**config.mk**
```make
export PLATFORM = sky130hd
export DESIGN_NAME = xbus_seq
export DESIGN_NICKNAME = d
export VERILOG_FILES = /design/src/rtl/xbs_pkg.sv /design/src/rtl/xbs_phase_ctr.sv /design/src/rtl/xbs_cfg_reg.sv /design/src/rtl/xbs_strobe_gen.sv /design/src/rtl/xbs_lane_ctl.sv /design/src/rtl/xbus_seq.sv
export SDC_FILE = /design/constraint.sdc
export NUM_CORES = 1
export LEC_CHECK = 0
export ABC_AREA = 1
export BUFFER_PORTS_ARGS = -buffer_cell sky130_fd_sc_hd__buf_2
export CAP_MARGIN = 25
export CORE_MARGIN = 1.5
export CORE_UTILIZATION = 40
export DETAILED_ROUTE_END_ITERATION = 6
export PLACE_DENSITY = 0.65
export SYNTH_ARGS = -nofsm -noshare
export SYNTH_HDL_FRONTEND = slang
export SYNTH_SLANG_ARGS = --single-unit
```
**constraint.sdc**
```tcl
create_clock -name clk -period 1.95 [get_ports clk]
set_input_delay 0.0975 -clock clk [delete_from_list [all_inputs] [get_ports clk]]
set_output_delay 0.0975 -clock clk [all_outputs]
set_load 0.01 [all_outputs]
```
**src/rtl/xbs_pkg.sv**
```systemverilog
package xbs_pkg;

  typedef enum logic [1:0] {
    ACC_FETCH = 2'd0,
    ACC_READ  = 2'd1,
    ACC_WRITE = 2'd2,
    ACC_NONE  = 2'd3
  } acc_kind_e;

  // Phase windows, counted from the start of a machine cycle (or half cycle)
  localparam int ALE_LEN    = 2;
  localparam int ADR_END    = ALE_LEN;                  // address held one clock past ALE fall
  localparam int CODE_START = ALE_LEN + 1;
  localparam int CODE_LEN   = 3;
  localparam int CODE_END   = CODE_START + CODE_LEN - 1;
  localparam int DATA_START = ALE_LEN + 3;
  localparam int DATA_LEN   = 6;
  localparam int DATA_END   = DATA_START + DATA_LEN - 1;
  localparam int WD_START   = DATA_START - 1;           // write data setup
  localparam int WD_END     = DATA_END + 1;             // write data hold

  function automatic logic in_win(input int p, input int lo, input int hi);
    return (p >= lo) && (p <= hi);
  endfunction

endpackage

```
**src/rtl/xbs_phase_ctr.sv**
```systemverilog
module xbs_phase_ctr #(
  parameter int CYC_LEN = 12,
  parameter int PH_W    = $clog2(CYC_LEN)
) (
  input  logic            clk,
  input  logic            rst_n,
  output logic [PH_W-1:0] phase,
  output logic            at_end
);
  localparam logic [PH_W-1:0] LAST = PH_W'(CYC_LEN - 1);

  logic [PH_W-1:0] ph_q, ph_d;
  logic            run_q, run_d;

  always_comb begin
    run_d = 1'b1;
    ph_d  = ph_q;
    if (run_q) begin
      ph_d = (ph_q == LAST) ? '0 : ph_q + 1'b1;
    end
  end

  always_ff @(posedge clk or negedge rst_n) begin
    if (!rst_n) begin
      ph_q  <= LAST;
      run_q <= 1'b0;
    end else begin
      ph_q  <= ph_d;
      run_q <= run_d;
    end
  end

  assign phase  = ph_q;
  assign at_end = run_q && (ph_q == LAST);
endmodule

```
**src/rtl/xbs_cfg_reg.sv**
```systemverilog
module xbs_cfg_reg #(
  parameter int             AW       = 8,
  parameter logic [AW-1:0]  CFG_ADDR = 8'h8E
) (
  input  logic          clk,
  input  logic          rst_n,
  input  logic          we,
  input  logic [AW-1:0] addr,
  input  logic          wbit,
  output logic          ale_off
);
  logic off_q, off_d;

  always_comb begin
    off_d = off_q;
    if (we && (addr == CFG_ADDR)) begin
      off_d = wbit;
    end
  end

  always_ff @(posedge clk or negedge rst_n) begin
    if (!rst_n) off_q <= 1'b0;
    else        off_q <= off_d;
  end

  assign ale_off = off_q;
endmodule

```
**src/rtl/xbs_strobe_gen.sv**
```systemverilog
module xbs_strobe_gen
  import xbs_pkg::*;
#(
  parameter int CYC_LEN = 12,
  parameter int PH_W    = $clog2(CYC_LEN)
) (
  input  logic [PH_W-1:0] phase,
  input  acc_kind_e       kind,
  input  logic            ext_exec,
  input  logic            ale_off,
  output logic            ale,
  output logic            psen_n,
  output logic            rd_n,
  output logic            wr_n,
  output logic            done
);
  localparam int HALF = CYC_LEN / 2;

  int   ph_i;
  logic slot_a, slot_b, gate_ok, is_data, code_win, data_win;

  assign ph_i = int'(phase);

  always_comb begin
    slot_a   = in_win(ph_i, 0, ALE_LEN - 1);
    slot_b   = in_win(ph_i, HALF, HALF + ALE_LEN - 1);
    is_data  = (kind == ACC_READ) || (kind == ACC_WRITE);
    // The gate only mutes idle cycles; external execution overrides it
    gate_ok  = (kind != ACC_NONE) || ext_exec || !ale_off;
    code_win = in_win(ph_i, CODE_START, CODE_END) ||
               in_win(ph_i, HALF + CODE_START, HALF + CODE_END);
    data_win = in_win(ph_i, DATA_START, DATA_END);

    ale    = gate_ok && (slot_a || (slot_b && !is_data));
    psen_n = !((kind == ACC_FETCH) && code_win);
    rd_n   = !((kind == ACC_READ)  && data_win);
    wr_n   = !((kind == ACC_WRITE) && data_win);
    done   = (kind != ACC_NONE) && (ph_i == CYC_LEN - 1);
  end
endmodule

```
**src/rtl/xbs_lane_ctl.sv**
```systemverilog
module xbs_lane_ctl
  import xbs_pkg::*;
#(
  parameter int CYC_LEN = 12,
  parameter int PH_W    = $clog2(CYC_LEN),
  parameter int ADDR_W  = 16,
  parameter int DATA_W  = 8,
  parameter int HI_W    = ADDR_W - DATA_W
) (
  input  logic              clk,
  input  logic              rst_n,
  input  logic [PH_W-1:0]   phase,
  input  acc_kind_e         kind,
  input  logic              wide,
  input  logic [ADDR_W-1:0] addr,
  input  logic [DATA_W-1:0] wdata,
  input  logic [HI_W-1:0]   p2_latch,
  input  logic [DATA_W-1:0] lo_in,
  output logic [DATA_W-1:0] lo_out,
  output logic              lo_oe,
  output logic [HI_W-1:0]   hi_out,
  output logic              hi_oe,
  output logic [DATA_W-1:0] rdata
);
  localparam int HALF = CYC_LEN / 2;

  int                ph_i;
  logic [ADDR_W-1:0] addr_nx;
  logic              second_half, cap_en;
  logic [DATA_W-1:0] rd_q, rd_d;

  assign ph_i    = int'(phase);
  assign addr_nx = addr + ADDR_W'(1);

  always_comb begin
    second_half = (ph_i >= HALF);

    lo_oe = 1'b0;
    if (kind != ACC_NONE) begin
      lo_oe = in_win(ph_i, 0, ADR_END) ||
              ((kind == ACC_FETCH) && in_win(ph_i, HALF, HALF + ADR_END)) ||
              ((kind == ACC_WRITE) && in_win(ph_i, WD_START, WD_END));
    end

    if ((kind == ACC_FETCH) && second_half)             lo_out = addr_nx[DATA_W-1:0];
    else if ((kind == ACC_WRITE) && (ph_i >= WD_START)) lo_out = wdata;
    else                                                lo_out = addr[DATA_W-1:0];

    hi_oe = (kind != ACC_NONE);
    if (kind == ACC_FETCH) hi_out = second_half ? addr_nx[ADDR_W-1 -: HI_W] : addr[ADDR_W-1 -: HI_W];
    else if (wide)         hi_out = addr[ADDR_W-1 -: HI_W];
    else                   hi_out = p2_latch;

    // Capture on the edge where the active read strobe returns high
    cap_en = ((kind == ACC_FETCH) && (ph_i == CODE_END)) ||
             ((kind == ACC_READ)  && (ph_i == DATA_END));
    rd_d   = cap_en ? lo_in : rd_q;
  end

  always_ff @(posedge clk or negedge rst_n) begin
    if (!rst_n) rd_q <= '0;
    else        rd_q <= rd_d;
  end

  assign rdata = rd_q;
endmodule

```
**src/rtl/xbus_seq.sv**
```systemverilog
module xbus_seq
  import xbs_pkg::*;
#(
  parameter int                CYC_LEN  = 12,
  parameter int                ADDR_W   = 16,
  parameter int                DATA_W   = 8,
  parameter int                SFR_AW   = 8,
  parameter logic [SFR_AW-1:0] CFG_ADDR = 8'h8E
) (
  input  logic                      clk,
  input  logic                      rst_n,
  input  logic                      req_valid,
  input  logic [1:0]                req_kind,
  input  logic                      req_wide,
  input  logic [ADDR_W-1:0]         req_addr,
  input  logic [DATA_W-1:0]         req_wdata,
  output logic                      req_ready,
  output logic                      done,
  output logic [DATA_W-1:0]         rdata,
  input  logic                      sfr_we,
  input  logic [SFR_AW-1:0]         sfr_addr,
  input  logic                      sfr_wbit,
  input  logic                      ext_exec,
  input  logic [ADDR_W-DATA_W-1:0]  p2_latch,
  output logic                      ale,
  output logic                      psen_n,
  output logic                      rd_n,
  output logic                      wr_n,
  output logic [DATA_W-1:0]         lo_out,
  output logic                      lo_oe,
  input  logic [DATA_W-1:0]         lo_in,
  output logic [ADDR_W-DATA_W-1:0]  hi_out,
  output logic                      hi_oe
);
  localparam int HI_W = ADDR_W - DATA_W;
  localparam int PH_W = $clog2(CYC_LEN);

  logic [1:0] rst_sync_q;
  logic       rst_int_n;

  always_ff @(posedge clk or negedge rst_n) begin
    if (!rst_n) rst_sync_q <= '0;
    else        rst_sync_q <= {rst_sync_q[0], 1'b1};
  end
  assign rst_int_n = rst_sync_q[1];

  logic [PH_W-1:0] phase;
  logic            at_end, ale_off;

  xbs_phase_ctr #(.CYC_LEN(CYC_LEN), .PH_W(PH_W)) u_phase (
    .clk(clk), .rst_n(rst_int_n), .phase(phase), .at_end(at_end)
  );

  xbs_cfg_reg #(.AW(SFR_AW), .CFG_ADDR(CFG_ADDR)) u_cfg (
    .clk(clk), .rst_n(rst_int_n), .we(sfr_we), .addr(sfr_addr),
    .wbit(sfr_wbit), .ale_off(ale_off)
  );

  // Access slot: loaded only at the machine-cycle boundary
  acc_kind_e         kind_q, kind_d;
  logic [ADDR_W-1:0] addr_q, addr_d;
  logic [DATA_W-1:0] wdata_q, wdata_d;
  logic              wide_q, wide_d;

  always_comb begin
    kind_d  = kind_q;
    addr_d  = addr_q;
    wdata_d = wdata_q;
    wide_d  = wide_q;
    if (at_end) begin
      kind_d = ACC_NONE;
      if (req_valid) begin
        kind_d  = acc_kind_e'(req_kind);
        addr_d  = req_addr;
        wdata_d = req_wdata;
        wide_d  = req_wide;
      end
    end
  end

  always_ff @(posedge clk or negedge rst_int_n) begin
    if (!rst_int_n) begin
      kind_q  <= ACC_NONE;
      addr_q  <= '0;
      wdata_q <= '0;
      wide_q  <= 1'b0;
    end else begin
      kind_q  <= kind_d;
      addr_q  <= addr_d;
      wdata_q <= wdata_d;
      wide_q  <= wide_d;
    end
  end

  assign req_ready = at_end;

  xbs_strobe_gen #(.CYC_LEN(CYC_LEN), .PH_W(PH_W)) u_strobe (
    .phase(phase), .kind(kind_q), .ext_exec(ext_exec), .ale_off(ale_off),
    .ale(ale), .psen_n(psen_n), .rd_n(rd_n), .wr_n(wr_n), .done(done)
  );

  xbs_lane_ctl #(
    .CYC_LEN(CYC_LEN), .PH_W(PH_W), .ADDR_W(ADDR_W), .DATA_W(DATA_W), .HI_W(HI_W)
  ) u_lane (
    .clk(clk), .rst_n(rst_int_n), .phase(phase), .kind(kind_q), .wide(wide_q),
    .addr(addr_q), .wdata(wdata_q), .p2_latch(p2_latch), .lo_in(lo_in),
    .lo_out(lo_out), .lo_oe(lo_oe), .hi_out(hi_out), .hi_oe(hi_oe), .rdata(rdata)
  );
endmodule

```
==> metrics <==
Root Buffer=clkbuf_8; post-layout util=0.5919; post-synth cell types=41; worst path required time=1.85 ns; register area=1086 sq um; final worst slack=-0.06085 ns; fin crit share=1.031; status=complete, but fails checks; Detailed Route WL=7640 um; Synth Instances=369; vias in the first global route=2760; initial drt markers=119; Peak Freq=497.3 MHz; failing checks=negative setup slack; Synth top area share=0.3378; total power=5.001 mW; Synth area leader=dfrtp_1; CTS Sinks=43; largest net degree at the start of global routing=37; setup TNS=-0.2004 ns; Final GP Congestion=0.8774; Clock Skew=0.006837 ns; crit path DAT=1.91 ns; total track usage=0.2084; number of core rows=30; height of the die=86.89 um; Min-Delay Path Class=in -> reg; final number of setup-violating endpoints=9; TritonCTS Buffers=5; crit path max fanout=7; Max-cap violations=0; power density cells=1243 nW/um^2; GRT Residual Overflow=0; dominant synthesized flop cell=dfrtp_1; RSZ-0062 raised after global routing=yes; full die area=7550 sq um; layout cells sized above 1=0.3765; IO buf count=88; Leak=1.964 nW; Worst setup EP type=output pin; via/cell ratio=4.783; DRT Pass-1 Iters=4; Core Area=6794 sq um; Post-synth ARST share=1.000; Worst setup SP type=flop; Routed wire per std cell=12.78 um; Antenna Cells=0; dpl cells=559; Area after DPL=3456 sq um; Initial Utilization=0.4144; initial antenna violation count=0; Syn Area/Cell=7.629 sq um; Ys Warns=0; P&R area growth vs syn=42.84%; fill count=634; Post-synth top cells=125 x nand2_1, 38 x dfrtp_1, 29 x inv_1; Tmin final=2.011 ns; Worst-path clk slew=0.09 ns; maximum clock insertion buffer count=2; global-route wire length before repair=12390 um; Finished Layout Cells=598; TritonCTS clock tree=done; Post-DP HPWL=5543 um; worst skew pair latency=0.30 ns; final net count=573; Routed Antenna Nets=0; drt drc=0; I/O pins=89; Crit Path Class=reg -> out; Post-synth EDFFs=0; Seq cells post-synth=43; htree depth=2; post-synthesis cell area=2815 sq um; final hold violation count=0; sequential cell area fraction in the yosys report=0.3844; post-route cell area=4021 sq um; max-slew violation count=0; most common cell in the netlist=nand2_1; synth top area cells=dfrtp_1 34%, nand2_1 17%, ha_1 6.7%; width of the chip=86.89 um; area occupied by multi-input gates=1698 sq um; Vias=2860; peak supply drop=0.5547 mV
[routing by layer]
metal / track usage / wire length [um] / part of all wire / vias to the layer above
met5: 0 / 0 / 0 / -
li1: - / - / - / 1465
met4: 0.06012 / 53 / 0.0069 / 0
met2: 0.3566 / 3794 / 0.50 / 72
met1: 0.2742 / 3478 / 0.46 / 1319
met3: 0.02938 / 314 / 0.041 / 4
[flip-flops by register name (all words and copies together), names as in the netlist]
name	cells
kind_q	2
wdata_q	8
rst_sync_q	2
u_cfg.ale_off	1
u_phase.run_q	1
addr_q	16
wide_q	1
u_lane.rdata	8
u_phase.phase	4
[power breakdown]
part / internal, mW / switching (mW)
Clock: 0.264 / 0.352
Combinational: 1.22 / 1.57
Sequential: 1.25 / 0.346
Total: 2.74 / 2.26
[per-stage QoR]
step / hold slack, ns / setup slack, ns
2_1_floorplan: -0.1981 / 0.2184
3_3_place_gp: -0.1165 / 0.1683
3_5_place_dp: -0.1152 / 0.1259
4_1_cts: 0.001323 / -0.02466
5_1_grt: 0.01314 / -0.1773
6_report: 0.003817 / -0.06085
[critical path: stages, from the launching register on]
cell	delay (ns)
dfstp_2	0.57
buf_6	0.13
nand2_4	0.05
nor2_4	0.10
nor2_4	0.06
nor2_4	0.21
clkinv_4	0.15
o211ai_1	0.13
o21ai_2	0.08
buf_2	0.14
[final cells by class]
class                   count  area share
multi-input cells         283      0.4222
flip-flops and latches     43      0.2701
repair buffers            134      0.2197
inverters                  33     0.03298
well taps                  96     0.02987
clock buffers               5     0.01711
clock inverters             3    0.006534
repair inverters            1    0.001556
[placed cells by master (no fill, tap or decap), types with 4 or more instances in the layout]
cell	Yosys	final
dlygate4sd3_1	0	23
clkbuf_8	0	5
nand3_1	27	22
ha_1	15	11
buf_2	2	88
buf_4	3	17
a21oi_1	19	16
nor2_1	19	15
inv_1	29	27
nor2_4	4	9
nand3_2	2	7
buf_6	2	4
dfstp_2	5	5
nand2_1	125	116
nor3_1	4	4
o21ai_0	23	22
o21ai_1	4	5
xor2_1	4	4
nand2_2	3	11
dfrtp_1	38	35
o21ai_2	4	4
[what timing repair did]
action | CTS | global route
pin swaps | 10 | 9
hold buffers | 23 | 0
cloned | 0 | 1
endpoints found under the setup margin | 20 | 22
gates resized for setup | 17 | 35
endpoints found under the hold margin | 24 | 0
buffers inserted | 7 | 0
[logic make-up (layout without fill, tap and decap cells)]
logic type,count (synthesis),in the layout,synth area share
simple gates,195,195,0.3142
compound gates,63,63,0.1378
buf+inv,44,176,0.06933
flops,43,43,0.3844
fa+ha+maj,15,15,0.06667
xor+xnor,6,6,0.01867
mux,2,2,0.007555
other cells,1,2,0.001332
[final timing paths]
| path | startpoint | end | slack, ns | depth (start not counted) |
|---|---|---|---|---|
| max | u_phase.phase[1]$_DFFE_PN1P_ | lo_out[6] | -0.06 | 9 |
| min | req_addr[6] | addr_q[6]$_DFFE_PN0P_ | 0.004 | 3 |
| max reg2reg | kind_q[0]$_DFFE_PN1P_ | u_lane.rdata[4]$_DFFE_PN0P_ | 0.19 | 7 |
| min reg2reg | rst_sync_q[1]$_DFF_PN0_ | u_lane.rdata[2]$_DFFE_PN0P_ | 0.16 | 0 |
| max in group asynchronous | rst_sync_q[1]$_DFF_PN0_ | kind_q[1]$_DFFE_PN1P_ | 1.27 | 1 |
| min in group asynchronous | rst_n | rst_sync_q[1]$_DFF_PN0_ | 0.09 | 2 |
Power figures use the tool's default switching activity.
